==> src/rtl/por_seq_pkg.sv <==
package por_seq_pkg;

    typedef enum logic [1:0] {
        PH_RESET     = 2'd0,
        PH_STABILIZE = 2'd1,
        PH_PROCESS   = 2'd2,
        PH_RUN       = 2'd3
    } phase_e;

    localparam int NUM_TIMED = 2;

endpackage

==> src/rtl/por_detect_sync.sv <==
module por_detect_sync #(
    parameter int STAGES = 2
) (
    input  logic clk,
    input  logic async_ok,
    output logic sync_ok
);
    logic [STAGES-1:0] chain_q;

    // low flag clears the chain at once; release ripples in
    always_ff @(posedge clk or negedge async_ok) begin
        if (!async_ok) begin
            chain_q <= '0;
        end else begin
            chain_q <= {chain_q[STAGES-2:0], 1'b1};
        end
    end

    assign sync_ok = chain_q[STAGES-1];
endmodule

==> src/rtl/por_phase_timer.sv <==
module por_phase_timer #(
    parameter int LIMIT = 16,
    localparam int W = (LIMIT > 1) ? $clog2(LIMIT) : 1
) (
    input  logic clk,
    input  logic arst_n,
    input  logic run,
    output logic done
);
    logic [W-1:0] cnt_q;

    assign done = run && (cnt_q == W'(LIMIT - 1));

    always_ff @(posedge clk or negedge arst_n) begin
        if (!arst_n) begin
            cnt_q <= '0;
        end else if (!run) begin
            cnt_q <= '0;
        end else if (!done) begin
            cnt_q <= cnt_q + 1'b1;
        end
    end
endmodule

==> src/rtl/por_release_seq.sv <==
module por_release_seq
    import por_seq_pkg::*;
#(
    parameter int SYNC_STAGES = 2,
    parameter int STAB_CYCLES = 8000,
    parameter int PROC_CYCLES = 64
) (
    input  logic       clk_ref,
    input  logic       supply_ok,
    output logic       rst_int_n,
    output logic       hosc_en,
    output logic       cpu_run,
    output logic [1:0] phase
);
    localparam int LIMITS [NUM_TIMED] = '{STAB_CYCLES, PROC_CYCLES};
    localparam phase_e TIMED_PH [NUM_TIMED] = '{PH_STABILIZE, PH_PROCESS};

    phase_e state_q, state_d;
    logic   sync_ok;
    logic [NUM_TIMED-1:0] timer_done;

    por_detect_sync #(.STAGES(SYNC_STAGES)) sync_i (
        .clk      (clk_ref),
        .async_ok (supply_ok),
        .sync_ok  (sync_ok)
    );

    for (genvar g = 0; g < NUM_TIMED; g++) begin : g_timer
        por_phase_timer #(.LIMIT(LIMITS[g])) timer_i (
            .clk    (clk_ref),
            .arst_n (supply_ok),
            .run    (state_q == TIMED_PH[g]),
            .done   (timer_done[g])
        );
    end

    always_comb begin
        state_d = state_q;
        unique case (state_q)
            PH_RESET:     if (sync_ok)       state_d = PH_STABILIZE;
            PH_STABILIZE: if (timer_done[0]) state_d = PH_PROCESS;
            PH_PROCESS:   if (timer_done[1]) state_d = PH_RUN;
            PH_RUN:                          state_d = PH_RUN;
            default:                         state_d = PH_RESET;
        endcase
    end

    always_ff @(posedge clk_ref or negedge supply_ok) begin
        if (!supply_ok) begin
            state_q <= PH_RESET;
        end else begin
            state_q <= state_d;
        end
    end

    always_comb begin
        rst_int_n = 1'b1;
        hosc_en   = 1'b1;
        cpu_run   = 1'b0;
        unique case (state_q)
            PH_RESET: begin
                rst_int_n = 1'b0;
                hosc_en   = 1'b0;
            end
            PH_STABILIZE, PH_PROCESS: ;
            PH_RUN:   cpu_run = 1'b1;
            default: begin
                rst_int_n = 1'b0;
                hosc_en   = 1'b0;
            end
        endcase
    end

    assign phase = state_q;
endmodule

==> config.mk <==
export PLATFORM = sky130hd
export DESIGN_NAME = por_release_seq
export DESIGN_NICKNAME = d
export VERILOG_FILES = /design/src/rtl/por_seq_pkg.sv /design/src/rtl/por_detect_sync.sv /design/src/rtl/por_phase_timer.sv /design/src/rtl/por_release_seq.sv
export SDC_FILE = /design/constraint.sdc
export NUM_CORES = 1
export LEC_CHECK = 0
export CORE_MARGIN = 8
export CORE_UTILIZATION = 61
export DETAILED_ROUTE_END_ITERATION = 12
export PLACE_DENSITY = 0.9
export SLEW_MARGIN = 20
export SYNTH_ARGS = -nofsm -noshare
export SYNTH_HDL_FRONTEND = slang
export SYNTH_HIERARCHICAL = 1
export SYNTH_SLANG_ARGS = --single-unit
==> constraint.sdc <==
create_clock -name clk_ref -period 4.61 [get_ports clk_ref]
set_input_delay 0.922 -clock clk_ref [delete_from_list [all_inputs] [get_ports clk_ref]]
set_output_delay 0.922 -clock clk_ref [all_outputs]
set_load 0.005 [all_outputs]
Word-level counts from Yosys, hierarchy flattened

Index checks and enable logic that the tools add are counted.

$add $sub $neg: 2
$mul: 0
Div/mod/pow operators: 0
$lt $le $gt $ge: 0
Equal/unequal tests: 10
Shift-type cells: 0
Mux-type cells: 10
Bitwise logic cells: 0
Reduce and logical (&&, ||, !) cells: 4

Operators with widths:

| kind                    | number |
|---|---|
| $mux W13                | 2 |
| $add A13 B1 Y13 const B | 1 |
| $eq A13 B13 Y1 const B  | 1 |
| $mux W6                 | 2 |
| $ne A2 B2 Y1 const B    | 4 |
| $pmux W2 S4             | 1 |
| $add A6 B1 Y6 const B   | 1 |
| $eq A6 B6 Y1 const B    | 1 |
| $mux W2                 | 3 |
| $eq A2 B2 Y1 const B    | 2 |
| $reduce_and A3 Y1       | 1 |
| $eq A2 B1 Y1 const B    | 1 |
| $logic_and A1 B1 Y1     | 2 |
| $logic_not A2 Y1        | 1 |
| $mux W1                 | 2 |
| $ne A2 B1 Y1 const B    | 1 |

Register bits after elaboration: 23
Latch bits: 0
RAM bits: 0
ROM bits: 0
Bits of input ports: 2
Memories: 0

Longest topological paths before layout

Depth in word-level cells: 4
Mapped depth: 6

Hierarchy

Netlist, hierarchy kept.

By module, submodules not included:

| module                                | instances | cells each | area each (um2) | seq. area each (um2) |
|---|---|---|---|---|
| por_phase_timer at g_timer[0].timer_i | 1         | 71         | 713.2           | 325.3 |
| por_phase_timer at g_timer[1].timer_i | 1         | 30         | 309.0           | 150.1 |
| por_release_seq                       | 1         | 10         | 123.9           | 50.0 |
| por_detect_sync                       | 1         | 3          | 53.8            | 50.0 |

Least setup slack after synthesis

OpenSTA, ideal clock, no wires.

Path type: reg2out
From: reg state_q[0], in the netlist phase[0]
To: out rst_int_n
Data arrival time: 0.824 ns
Setup slack: 2.864 ns
Cell stages (with the launch flop): 3
Path buffers: 1
Cell sequence: dfrtp_1 or2_1 buf_4

Cells in the longest elaborated chain, start to end: 2

Ends and longest elaborated chain:

| element                | line                  | RTL |
|---|---|---|
| start, declared        | por_release_seq.sv:18 | `phase_e state_q, state_d;` |
| start signal, assigned | por_release_seq.sv:52 | `state_q <= state_d;` |
| $logic_not A2 Y1       | --                    |  |
| $mux W1                | --                    |  |
| end, declared          | por_release_seq.sv:10 | `output logic rst_int_n,` |

Every way passes these cells.

Worst setup path after layout

From: reg state_q[0], in the netlist phase[0]
To: out rst_int_n

Cells in the longest elaborated chain, start to end: 2

Ends and longest elaborated chain:

| element          | line                  | RTL |
|---|---|---|
| $logic_not A2 Y1 | por_release_seq.sv:60 | `unique case (state_q)` |
| $mux W1          | por_release_seq.sv:60 |  |

Every way passes these cells.

==> impl_metrics.env <==
export IMPL_mostFrequentLayoutCell="sky130_fd_sc_hd__dfrtp_1"
export IMPL_grt_use_total_pct=14.5
export IMPL_final_setup_worst_slack_ns=2.21
export IMPL_path_depth=2
export IMPL_clkSinkCount=23
export IMPL_ys_types=36
export IMPL_final_antenna_net_count=0
export IMPL_outcome="finished clean"
export IMPL_synth_avg_cell_area_sq_um=10.5
export IMPL_synthesis_area_sq_um=1200
export IMPL_slowest_delay_ns=0.46
export IMPL_timing_hold_worst_class="reg -> reg"
export IMPL_postSynthCellCount=114
export IMPL_post_layout_nonfiller_instances=147
export IMPL_drt_iter0_drc=15
export IMPL_post_cts_hold_buffer_count=0
export IMPL_synth_nets=118
export IMPL_timing_critical_path_max_delay_family="flip-flops"
export IMPL_drt_vias_per_instance=6.20
export IMPL_dpl_hpwl_mm=1.70
export IMPL_max_vdd_ir_drop_mv=0.414
export IMPL_cp_data_arrival_time_ns=1.48
export IMPL_grt_pass1_wl_mm=3.88
export IMPL_cts_resized_gates=0
export IMPL_met3_wirelength_microns=78
export IMPL_cts_root_buf="sky130_fd_sc_hd__clkbuf_4"
export IMPL_min_period_over_period_pct=52.1
export IMPL_wire_per_inst_microns=15.5
export IMPL_min_cycle_time_layout_ns=2.40
export IMPL_n_antenna_cell=0
export IMPL_dp_area_sq_um=1270
export IMPL_layout_drive_gt1_share_pct=10.0
export IMPL_layout_filler_cells=154
export IMPL_cts_path_max_buffers=2
export IMPL_h_tree_depth=1
export IMPL_drcViolationCount=0
export IMPL_cts_tree="done"
export IMPL_most_common_layout_cells="sky130_fd_sc_hd__dfrtp_1, sky130_fd_sc_hd__nand2_1, sky130_fd_sc_hd__mux2i_1"
export IMPL_place_detailed_instances=143
export IMPL_power_density_nw_per_um2=371
export IMPL_final_setup_skew_ns=0.00482
export IMPL_synth_seq_area_share_pct=48.0
export IMPL_fp_row_count=16
export IMPL_crit_path_end_kind="primary output"
export IMPL_timing_setup_critical_path_class="reg -> out"
export IMPL_gp_congestion=0.836
export IMPL_drt_pre_antenna_iters=4
export IMPL_routedLengthMet1_microns=910
export IMPL_clk_latency_ns=0.31
export IMPL_place_worst_setup_slack_ns=2.44
export IMPL_report_final_slew_viol_count=0
export IMPL_route_final_wire_length_mm=2.27
export IMPL_timing_critical_path_from_type="register"
export IMPL_setup_viol=0
export IMPL_die_width_microns=60.4
export IMPL_routed_top_layer="met4"
export IMPL_yosys_warnings=6
export IMPL_power_uw=481
export IMPL_grt_start_max_net_pins=24
export IMPL_finish_instance_area_sq_um=1290
export IMPL_number_of_max_capacitance_violations_reported=0
export IMPL_clkSlewWorstSetupHoldPaths_ns=0.11
export IMPL_route_vias_total=911
export IMPL_tightest_slew_ns=0.582
export IMPL_grt_pass1_vias=883
export IMPL_gr_total_overflow=0
export IMPL_hold_vio_cnt_final=0
export IMPL_worst_endpoint_required_ns=3.69
export IMPL_post_synthesis_register_bit_count=23
export IMPL_number_of_cells_on_the_worst_reg_to_reg_path=6
export IMPL_ios=7
export IMPL_critPathSlowestCell="sky130_fd_sc_hd__dfrtp_1"
export IMPL_core_region_area_sq_um=1900
export IMPL_worst_path_max_fanout=7
export IMPL_port_buffers=6
export IMPL_rsz0062_at_grt="no"
export IMPL_path_cells="or2_1 -> clkdlybuf4s50_1"
export IMPL_hold_path_cell_count=0
export IMPL_slew_headroom_pct=60.9
export IMPL_dr_wl_met2_mm=1.23
export IMPL_start_util_pct=63.1
export IMPL_total_leakage_power_uw=0.000590
export IMPL_cts_inserted_buffers=3
export IMPL_totalNegativeSetupSlack_ns=0
export IMPL_fp_dieArea_sq_um=3640
export IMPL_path_buf_inv=1
export IMPL_initial_antenna_violation_count=0
export IMPL_post_cts_buffers=0
export IMPL_fmax_mhz=416
export IMPL_die_h_microns=60.4
export IMPL_layout_area_overhead_vs_synth_pct=7.92
export IMPL_finish_net_count=125
-- layout make-up --
cell class | count | area [sq um] | area share [%]
well taps | 27 | 33.8 | 2.61
repair buffers | 6 | 55.1 | 4.25
multi-input cells | 84 | 593 | 45.8
inverters | 3 | 11.3 | 0.870
flip-flops and latches | 23 | 576 | 44.4
clock buffers | 4 | 26.3 | 2.03
-- through the flow --
step	util, %	hold WS [ns]
after detailed placement	67.0	0.359
after floorplan	-	0.331
after CTS	68.4	0.386
final	68.1	0.383
after global placement	67.0	0.335
after global routing	68.1	0.395
-- flip-flops by register name, summed over array words and instances (netlist names) --
name and flops:
sync_i/chain_q 2, phase 2, g_timer.timer_i/cnt_q 19
-- per-layer routing --
layer  vias up  track usage (%)
li1        436                -
met1       454             15.1
met2        14             26.1
met3         7             4.03
met4         0             7.14
met5         -                0
-- Yosys cell counts (all sizes together) --
cell	instances	area [sq um]
o31ai	4	30.0
nand3	6	30.0
ha	2	25.0
or4	5	41.3
inv	3	11.3
mux2	1	15.0
a211oi	1	7.51
o211a	1	10.0
a31oi	5	31.3
nand4	2	12.5
a21o	1	7.51
and2b	1	10.0
and2	3	18.8
dfrtp	23	576
nand4b	2	32.5
clkbuf	2	7.51
nor4	3	18.8
o21ai	6	30.0
or2	1	6.26
nand2	12	45.0
a21oi	6	30.0
nand2b	4	25.0
buf	2	12.5
a311oi	1	15.0
and3	4	35.0
o2111ai	1	8.76
mux2i	7	70.1
conb	1	3.75
nor2b	1	6.26
and4	1	8.76
nor2	1	3.75
a2bb2oi	1	15.0
-- worst reg2reg max path, delay by kind of cell (launching register included) --
kind | cells | cell delay [ns]
flip-flops | 1 | 0.42
adder cells (fa/ha/maj) | 1 | 0.25
AND/OR/NAND/NOR | 3 | 0.57
multiplexers | 1 | 0.26
AO/OA/AOI/OAI | 1 | 0.13
-- final timing paths --
kind | start | endpoint | slack, ns
setup reg to reg | g_timer[1].timer_i/cnt_q[0] | phase[0] | 2.89
max in group asynchronous | supply_ok | g_timer[0].timer_i/cnt_q[3] | 3.72
min in group asynchronous | supply_ok | g_timer[1].timer_i/cnt_q[3] | 0.55
hold / removal | sync_i/chain_q[0] | sync_i/chain_q[1] | 0.38
setup / recovery | phase[0] | rst_int_n | 2.21
hold reg to reg | sync_i/chain_q[0] | sync_i/chain_q[1] | 0.38
-- cells by family after synthesis --
family	Yosys count	share of synthesized area [%]
buffers and inverters	7	2.61
DFF	23	48.0
adders and majority gates	2	2.09
muxes	8	7.09
and+or+nand+nor	46	24.5
AOI/OAI and AO/OA	27	15.4
other	1	0.313
-- power breakdown --
| part | internal [uW] | total (uW) | switching [uW] |
|---|---|---|---|
| Clock | 33.8 | 91.0 | 57.2 |
| Sequential | 234 | 278 | 43.6 |
| Combinational | 45.7 | 112 | 66.5 |
| Total | 314 | 481 | 167 |
Note: power is estimated with default switching activity, not from simulation.
